--- src/rtl/dma_chan_pkg.sv ---
package dma_chan_pkg;
  typedef enum logic [1:0] {
    AM_FIXED = 2'b00,
    AM_UP    = 2'b01,
    AM_DOWN  = 2'b10,
    AM_KEEP  = 2'b11
  } addr_mode_e;

  typedef enum logic [1:0] {
    ST_IDLE  = 2'b00,
    ST_READ  = 2'b01,
    ST_WRITE = 2'b10
  } xfer_state_e;
endpackage

--- src/rtl/dma_ptr_step.sv ---
module dma_ptr_step #(
  parameter int ADDR_W = 24
) (
  input  logic [ADDR_W-1:0] cur,
  input  logic [1:0]        mode,
  input  logic              word,
  output logic [ADDR_W-1:0] nxt
);
  import dma_chan_pkg::*;

  logic [ADDR_W-1:0] step;

  always_comb begin
    step = word ? ADDR_W'(2) : ADDR_W'(1);
    case (addr_mode_e'(mode))
      AM_UP:   nxt = cur + step;
      AM_DOWN: nxt = cur - step;
      default: nxt = cur;
    endcase
  end
endmodule

--- src/rtl/dma_xfer_seq.sv ---
module dma_xfer_seq (
  input  logic                      clk,
  input  logic                      rst_n,
  input  logic                      abort,
  input  logic                      en,
  input  logic                      req,
  output dma_chan_pkg::xfer_state_e state
);
  import dma_chan_pkg::*;

  xfer_state_e st_q, st_d;
  logic        pend_q, pend_d;
  logic        launch;

  assign launch = en && (req || pend_q);

  always_comb begin
    st_d   = st_q;
    pend_d = pend_q;
    if (abort) begin
      st_d   = ST_IDLE;
      pend_d = 1'b0;
    end else begin
      case (st_q)
        ST_IDLE:  if (launch) st_d = ST_READ;
        ST_READ:  st_d = ST_WRITE;
        default:  st_d = ST_IDLE;
      endcase
      if (!en || st_q == ST_IDLE) pend_d = 1'b0;
      else if (req)               pend_d = 1'b1;
    end
  end

  always_ff @(posedge clk or negedge rst_n) begin
    if (!rst_n) begin
      st_q   <= ST_IDLE;
      pend_q <= 1'b0;
    end else begin
      st_q   <= st_d;
      pend_q <= pend_d;
    end
  end

  assign state = st_q;
endmodule

--- src/rtl/dma_xfer_chan.sv ---
module dma_xfer_chan #(
  parameter int ADDR_W = 24,
  parameter int CNT_W  = 16,
  parameter int DATA_W = 16
) (
  input  logic              clk,
  input  logic              rst_n,
  input  logic              cfg_load,
  input  logic [ADDR_W-1:0] cfg_src,
  input  logic [ADDR_W-1:0] cfg_dst,
  input  logic [CNT_W-1:0]  cfg_cnt,
  input  logic              cfg_word,
  input  logic [1:0]        cfg_src_mode,
  input  logic [1:0]        cfg_dst_mode,
  input  logic              cfg_en,
  input  logic              cfg_ie,
  input  logic              irq_clr,
  input  logic              req,
  input  logic [DATA_W-1:0] bus_rdata,
  output logic              bus_rd,
  output logic              bus_wr,
  output logic [ADDR_W-1:0] bus_addr,
  output logic [DATA_W-1:0] bus_wdata,
  output logic              bus_word,
  output logic              busy,
  output logic              en,
  output logic              irq,
  output logic [ADDR_W-1:0] cur_src,
  output logic [ADDR_W-1:0] cur_dst,
  output logic [CNT_W-1:0]  cur_cnt
);
  import dma_chan_pkg::*;

  localparam int NPTR = 2;

  xfer_state_e       st;
  logic [ADDR_W-1:0] src_q, src_d, dst_q, dst_d;
  logic [CNT_W-1:0]  cnt_q, cnt_d;
  logic [DATA_W-1:0] buf_q, buf_d;
  logic [1:0]        smode_q, smode_d, dmode_q, dmode_d;
  logic              word_q, word_d, en_q, en_d, ie_q, ie_d, irq_q, irq_d;
  logic [ADDR_W-1:0] ptr_cur [NPTR];
  logic [ADDR_W-1:0] ptr_nxt [NPTR];
  logic [1:0]        ptr_mode [NPTR];

  dma_xfer_seq u_seq (
    .clk   (clk),
    .rst_n (rst_n),
    .abort (cfg_load),
    .en    (en_q),
    .req   (req),
    .state (st)
  );

  assign ptr_cur[0]  = src_q;
  assign ptr_cur[1]  = dst_q;
  assign ptr_mode[0] = smode_q;
  assign ptr_mode[1] = dmode_q;

  for (genvar i = 0; i < NPTR; i++) begin : g_ptr
    dma_ptr_step #(.ADDR_W(ADDR_W)) u_step (
      .cur  (ptr_cur[i]),
      .mode (ptr_mode[i]),
      .word (word_q),
      .nxt  (ptr_nxt[i])
    );
  end

  always_comb begin
    src_d = src_q;  dst_d = dst_q;  cnt_d = cnt_q;  buf_d = buf_q;
    smode_d = smode_q;  dmode_d = dmode_q;  word_d = word_q;
    en_d = en_q;  ie_d = ie_q;  irq_d = irq_q;
    if (cfg_load) begin
      src_d = cfg_src;  dst_d = cfg_dst;  cnt_d = cfg_cnt;
      smode_d = cfg_src_mode;  dmode_d = cfg_dst_mode;  word_d = cfg_word;
      en_d = cfg_en;  ie_d = cfg_ie;  irq_d = 1'b0;
    end else begin
      if (irq_clr) irq_d = 1'b0;
      if (st == ST_READ) buf_d = bus_rdata;
      if (st == ST_WRITE) begin
        src_d = ptr_nxt[0];
        dst_d = ptr_nxt[1];
        cnt_d = cnt_q - CNT_W'(1);
        if (cnt_d == '0) begin
          en_d = 1'b0;
          if (ie_q) irq_d = 1'b1;
        end
      end
    end
  end

  always_ff @(posedge clk or negedge rst_n) begin
    if (!rst_n) begin
      src_q <= '0;  dst_q <= '0;  cnt_q <= '0;  buf_q <= '0;
      smode_q <= '0;  dmode_q <= '0;  word_q <= 1'b0;
      en_q <= 1'b0;  ie_q <= 1'b0;  irq_q <= 1'b0;
    end else begin
      src_q <= src_d;  dst_q <= dst_d;  cnt_q <= cnt_d;  buf_q <= buf_d;
      smode_q <= smode_d;  dmode_q <= dmode_d;  word_q <= word_d;
      en_q <= en_d;  ie_q <= ie_d;  irq_q <= irq_d;
    end
  end

  assign bus_rd    = (st == ST_READ);
  assign bus_wr    = (st == ST_WRITE);
  assign bus_addr  = (st == ST_WRITE) ? dst_q : src_q;
  assign bus_wdata = buf_q;
  assign bus_word  = word_q;
  assign busy      = (st != ST_IDLE);
  assign en        = en_q;
  assign irq       = irq_q;
  assign cur_src   = src_q;
  assign cur_dst   = dst_q;
  assign cur_cnt   = cnt_q;
endmodule

--- config.mk ---
export PLATFORM = sky130hd
export DESIGN_NAME = dma_xfer_chan
export DESIGN_NICKNAME = d
export VERILOG_FILES = /design/src/rtl/dma_chan_pkg.sv /design/src/rtl/dma_ptr_step.sv /design/src/rtl/dma_xfer_seq.sv /design/src/rtl/dma_xfer_chan.sv
export SDC_FILE = /design/constraint.sdc
export NUM_CORES = 1
export LEC_CHECK = 0
export ABC_AREA = 1
export BUFFER_PORTS_ARGS = -buffer_cell sky130_fd_sc_hd__buf_2
export CAP_MARGIN = 20
export CORE_MARGIN = 1.5
export CORE_UTILIZATION = 46
export CTS_BUF_LIST = sky130_fd_sc_hd__clkbuf_4 sky130_fd_sc_hd__clkbuf_8
export DETAILED_ROUTE_END_ITERATION = 8
export MAX_ROUTING_LAYER = met4
export PLACE_DENSITY = 0.72
export SETUP_SLACK_MARGIN = 0.15
export SLEW_MARGIN = 5
export SYNTH_ARGS = -nofsm -noshare
export SYNTH_HDL_FRONTEND = slang
export SYNTH_SLANG_ARGS = --single-unit
--- constraint.sdc ---
create_clock -name clk -period 7.71 [get_ports clk]
set_input_delay 0.771 -clock clk [delete_from_list [all_inputs] [get_ports clk]]
set_output_delay 0.771 -clock clk [all_outputs]
set_load 0.01 [all_outputs]
After elaboration in Yosys (flattened, before gate mapping)
Index checks and enable logic that the tools add are counted.

Flip-flop bits (word level): 91. Logic and storage cells: 65. Output and inout port bits: 110. Input port bits: 92.

Reductions and logical operators: 16. Add/subtract/negate cells: 5. Bitwise gates (word level): 1. Mux-type cells: 24. Eq/ne operators: 7.

Operators by type and width (count): $mux 24 (5); $pmux 24 s2 (2); $add 24x24->24 (2); $sub 24x24->24 (2); $mux 16 (2); $logic_not 16->1 (1); $sub 16x1->16 const B (1); $mux 1 (11); $reduce_bool 3->1 (3); $reduce_and 2->1 (4); $eq 2x1->1 const B (3); $eq 2x2->1 const B (3); $mux 2 (3); $reduce_bool 2->1 (3); $pmux 2 s2 (1); $ne 3x2->1 const B (1); $logic_not 2->1 (1); $logic_or 1x1->1 (2); $logic_and 1x1->1 (1); $logic_not 1->1 (1); $not 1->1 (1).

Depth between registers and ports, before layout
Depth in word-level cells: 5. Gate-level depth with buffers: 16. Gate-level depth less buffers: 16.

Hierarchy
A second synthesis with hierarchy kept.

Cells, all modules: 1508. Area total of the unflattened synthesis: 8872.3 um2.

Modules (own cells, without submodules): dma_xfer_chan (seq. area each 2202.1 um2, cells each 590, area an instance 4595.7 um2, times used 1); dma_ptr_step at g_ptr[0].u_step (seq. area each 0.0 um2, cells each 454, area an instance 2082.0 um2, times used 1); dma_ptr_step at g_ptr[1].u_step (seq. area each 0.0 um2, cells each 454, area an instance 2070.7 um2, times used 1); dma_xfer_seq (seq. area each 75.1 um2, cells each 10, area an instance 123.9 um2, times used 1).

Worst setup path after synthesis
Ideal clock, no wire load.

Path kind: register to register. Start: register dmode_q[0]. End: register dst_q[16], in the netlist cur_dst[16]. Path buffers: 0. Clock period less this slack: 2.765 ns. Stages on the path, launching flop included: 12. Slack: 4.945 ns. Data required time: 7.589 ns. Setup time: 0.121 ns. Data arrival time: 2.643 ns. Path through: dfrtp_1 -> nor2_1 -> ha_1 -> a21oi_1 -> nand2_1 -> nand2_1 -> o211ai_1 -> nand3_1 -> nand2_1 -> or2_2 -> nand3_1 -> nand2_1.

Longest elaborated chain between the ends: 4. Elaborated cells between the ends (all ways): 7. Those cells by class: eq/ne (2); mux (3); reduce/logical (2).

Ends and longest elaborated chain: start, declared (RTL line dma_xfer_chan.sv:40) `logic [1:0] smode_q, smode_d, dmode_q, dmode_d;`; start signal, assigned (RTL line dma_xfer_chan.sv:99) `smode_q <= smode_d; dmode_q <= dmode_d; word_q <= word_d;`; $eq 2x2->1 or $eq 2x1->1 (tied branches) (RTL line dma_ptr_step.sv:15) `case (addr_mode_e'(mode))`; $pmux 24 s2 (RTL line dma_ptr_step.sv:15); $mux 24 (RTL line dma_xfer_chan.sv:80) `if (st == ST_WRITE) begin`; $mux 24 (RTL line dma_xfer_chan.sv:73) `if (cfg_load) begin`; end signal, assigned (RTL line dma_xfer_chan.sv:98) `src_q <= src_d; dst_q <= dst_d; cnt_q <= cnt_d; buf_q <= buf_d;`; end, declared (RTL line dma_xfer_chan.sv:37) `logic [ADDR_W-1:0] src_q, src_d, dst_q, dst_d;`.

Parallel ways exist; a longest one is shown, timed or not. The select of a mux whose other input is x is not followed. A chain may end at the register's enable or synchronous reset.

Final worst setup path
Start: register u_seq.st_q[0], in the netlist u_seq.state[0]. End: output bus_addr[10].

Longest elaborated chain between the ends: 2.

Ends and longest elaborated chain: start, declared (RTL line dma_xfer_seq.sv:11) `xfer_state_e st_q, st_d;`; start signal, assigned (RTL line dma_xfer_seq.sv:39) `st_q <= st_d;`; $eq 2x2->1 (RTL line dma_xfer_chan.sv:106) `assign bus_addr = (st == ST_WRITE) ? dst_q : src_q;`; $mux 24 (RTL line dma_xfer_chan.sv:106); end, declared (RTL line dma_xfer_chan.sv:22) `output logic [ADDR_W-1:0] bus_addr,`.

No other way between the ends.

==> impl_metrics.ini <==
[outcome]
outcome = finished clean

[clock_network]
insertion_delay_ns = 0.39
numCtsBuffers = 9
cts.repair.resized = 0
path_clk_slew_ns = 0.11
cts_root_buf = clkbuf_8
postCtsSetupBuffers = 0
clockBufferDepth = 2
cts.htree.levels = 3
cts.sinks = 91
cts_tree = yes
ctsHoldBuffers = 0

[synthesis]
synth_fp_nets = 1213
yosys_warnings = 0
synth-main-ff-cell = dfrtp_1
syn_inst = 1071
synth_edf_count = 0
yosysSeqAreaShare_pct = 31.52
avgSynthCellArea_um2 = 6.747
syn-cell-area_mm2 = 0.007226
yosys_register_bits = 91
async_reset_ff_share_pct = 100.0
synth_cell_types = 44

[finish]
seq_area_mm2 = 0.002277
fillerInstances = 1516
multi_input_area_mm2 = 0.004474
fin_nets = 1409
drive_gt1_share_pct = 19.73
final_common_cell = nand2_1
area_growth_pct = 20.05
final_cell_mix = nand2_1, buf_2, nor2_1
finish.cell_count_without_fillers = 1485

[job]
max_cap_viol_count = 0

[timing]
setup-violations-final = 0
maxSlewHeadroom_pct = 31.26
hold_viol = 0
finalSetupTns_ns = 0
period_share_pct = 42.40
rsz0062_at_grt = no
slew_viol_final = 0
fmax_mhz = 305.9
skew_ns = 0.009722
min_period_ns = 3.269
worstMarginPinSlew_ns = 1.031

[place]
post-dp-hpwl_um = 17930
portBuffers = 201
gp_congestion = 0.9462
dp_cells = 1466

[global_route]
grt_pass1_vias = 7398
grt.total_usage_pct = 29.36
grt_max_degree = 82
antenna_found_initial = 2
grt-ovfl-total = 0
grt_pass1_wl_um = 36970

[worst_setup_path]
worstSetupEndpointType = output pin
r2r-start = u_seq.state[0]
worstPathRequired_ns = 6.94
arrival_ns = 2.50
crit_path_start_kind = register
crit_type = reg2out
cp_max_fo = 34
crit_start = u_seq.state[0]

[power_and_ir_drop]
clockPowerShare_pct = 20.7
combPwrFrac_pct = 43.2
p_leak_nw = 4.670
swShare_pct = 43.46
p_int_uw = 988.2
seqPwrFrac_pct = 36.0
power_switching_uw = 759.5
p_per_area_mw_per_mm2 = 201.5
peakVddDrop_mv = 0.08011

[floorplanning]
die_area_mm2 = 0.01647
core_area_mm2 = 0.01526
die_w_um = 128.3
start_util_pct = 47.36
rows = 45
pin_count = 202
die_h_um = 128.3

[routing]
drcViolationCount = 0
drt_wl_total_um = 23280
ant_nets = 0
wl_per_cell_um = 15.68
initialDrtViolationCount = 611
via_count = 7883
vias_per_cell = 5.308
first_pass_iters = 5

[min_path]
hp-class = in2async
flip-flops by register name (all words and copies together), names as in the netlist:
name          cells
u_seq.state       2
bus_word          1
cur_dst          24
u_seq.pend_q      1
smode_q           2
bus_wdata        16
ie_q              1
dmode_q           2
irq               1
cur_cnt          16
cur_src          24
en                1
area by class of cell:
cell class	count	share of cell area [%]
multi-input cells	857	51.58
clock inverters	7	0.9375
flip-flops and latches	91	26.25
diodes	2	0.05770
inverters	102	4.414
well taps	211	3.043
repair buffers	206	12.29
clock buffers	9	1.428
synthesized netlist by cell type, types with 2 or more instances:
| cell | number | area, µm² |
|---|---|---|
| and2_1 | 2 | 12.51 |
| fa_1 | 2 | 40.04 |
| o21bai_1 | 6 | 45.04 |
| ha_1 | 48 | 600.6 |
| xor2_1 | 11 | 96.34 |
| nand4_1 | 7 | 43.79 |
| nor3_1 | 8 | 40.04 |
| nor4_1 | 2 | 12.51 |
| a31oi_1 | 2 | 12.51 |
| inv_1 | 94 | 352.8 |
| nor2_1 | 102 | 382.9 |
| inv_2 | 6 | 22.52 |
| o21ai_1 | 4 | 20.02 |
| nand2_1 | 378 | 1419 |
| o21ai_2 | 2 | 17.52 |
| clkbuf_1 | 10 | 37.54 |
| nand2_2 | 4 | 25.02 |
| clkinv_1 | 2 | 7.510 |
| o21ai_0 | 57 | 285.3 |
| nor2_2 | 3 | 18.77 |
| dfrtp_1 | 91 | 2277 |
| o21a_1 | 3 | 22.52 |
| a22oi_1 | 21 | 157.7 |
| o211ai_1 | 16 | 120.1 |
| xnor2_1 | 14 | 122.6 |
| a21oi_1 | 59 | 295.3 |
| o221ai_1 | 9 | 78.83 |
| a211oi_1 | 2 | 15.01 |
| nand3_1 | 64 | 320.3 |
| nor2_4 | 8 | 90.09 |
| or2_2 | 2 | 12.51 |
| buf_2 | 10 | 50.05 |
| nand3b_1 | 6 | 45.04 |
| a21o_1 | 6 | 45.04 |
stage by stage:
stage / utilization, % / total power, mW / setup WS [ns] / instance area (µm²) / hold WS [ns]
global route: 56.85 / 1.873 / 4.316 / 8675 / 0.1884
finish: 56.85 / 1.748 / 4.441 / 8675 / 0.1876
detailed placement: 55.29 / 1.382 / 4.523 / 8437 / 0.4615
floorplan: - / 1.113 / 4.945 / 7226 / 0.4645
global placement: 55.29 / 1.374 / 4.623 / 8437 / 0.4589
CTS: 56.64 / 1.743 / 4.434 / 8642 / 0.1851
per-layer routing:
metal  share of wire, %  GRT usage [%]  up-vias
met3                4.8          2.412       43
met2                 46          45.45      232
met5                  0              -        -
li1                   -              -     3928
met1                 46          40.33     3680
met4                2.8          11.10        0
kinds of logic (layout without fill, tap and decap cells):
kind of cell / after synthesis / in the layout / synth area share, %
DFF: 91 / 91 / 31.52
and+or+nand+nor: 589 / 589 / 33.90
other: 0 / 2 / 0
xor gates and xnor gates: 25 / 25 / 3.030
AOI/OAI and AO/OA: 193 / 193 / 16.12
buffers and inverters: 123 / 324 / 6.563
adders and majority gates: 50 / 50 / 8.866
power by group through the flow:
stage	registers, mW	logic [mW]	clock network (mW)
5_1_grt	0.638	0.849	0.386
6_report	0.630	0.755	0.362
4_1_cts	0.628	0.749	0.366
3_5_place_dp	0.637	0.745	0
2_1_floorplan	0.646	0.467	0
3_3_place_gp	0.637	0.737	0
critical path, cell delays in order (launching register included):
cell	delay, ns
dfrtp_1	0.43
nor2_4	0.62
inv_2	0.40
o21ai_0	0.45
buf_2	0.21
final timing paths:
check | to | slack, ns | cells past startpoint
setup / recovery | bus_addr[10] | 4.44 | 4
hold / removal | cur_cnt[13] | 0.19 | 1
setup reg to reg | cur_src[2] | 4.84 | 6
hold reg to reg | bus_wdata[10] | 0.49 | 2
max in group asynchronous | cur_src[17] | 6.57 | 3
min in group clk | bus_wdata[10] | 0.49 | 2
Power figures use the tool's default switching activity.
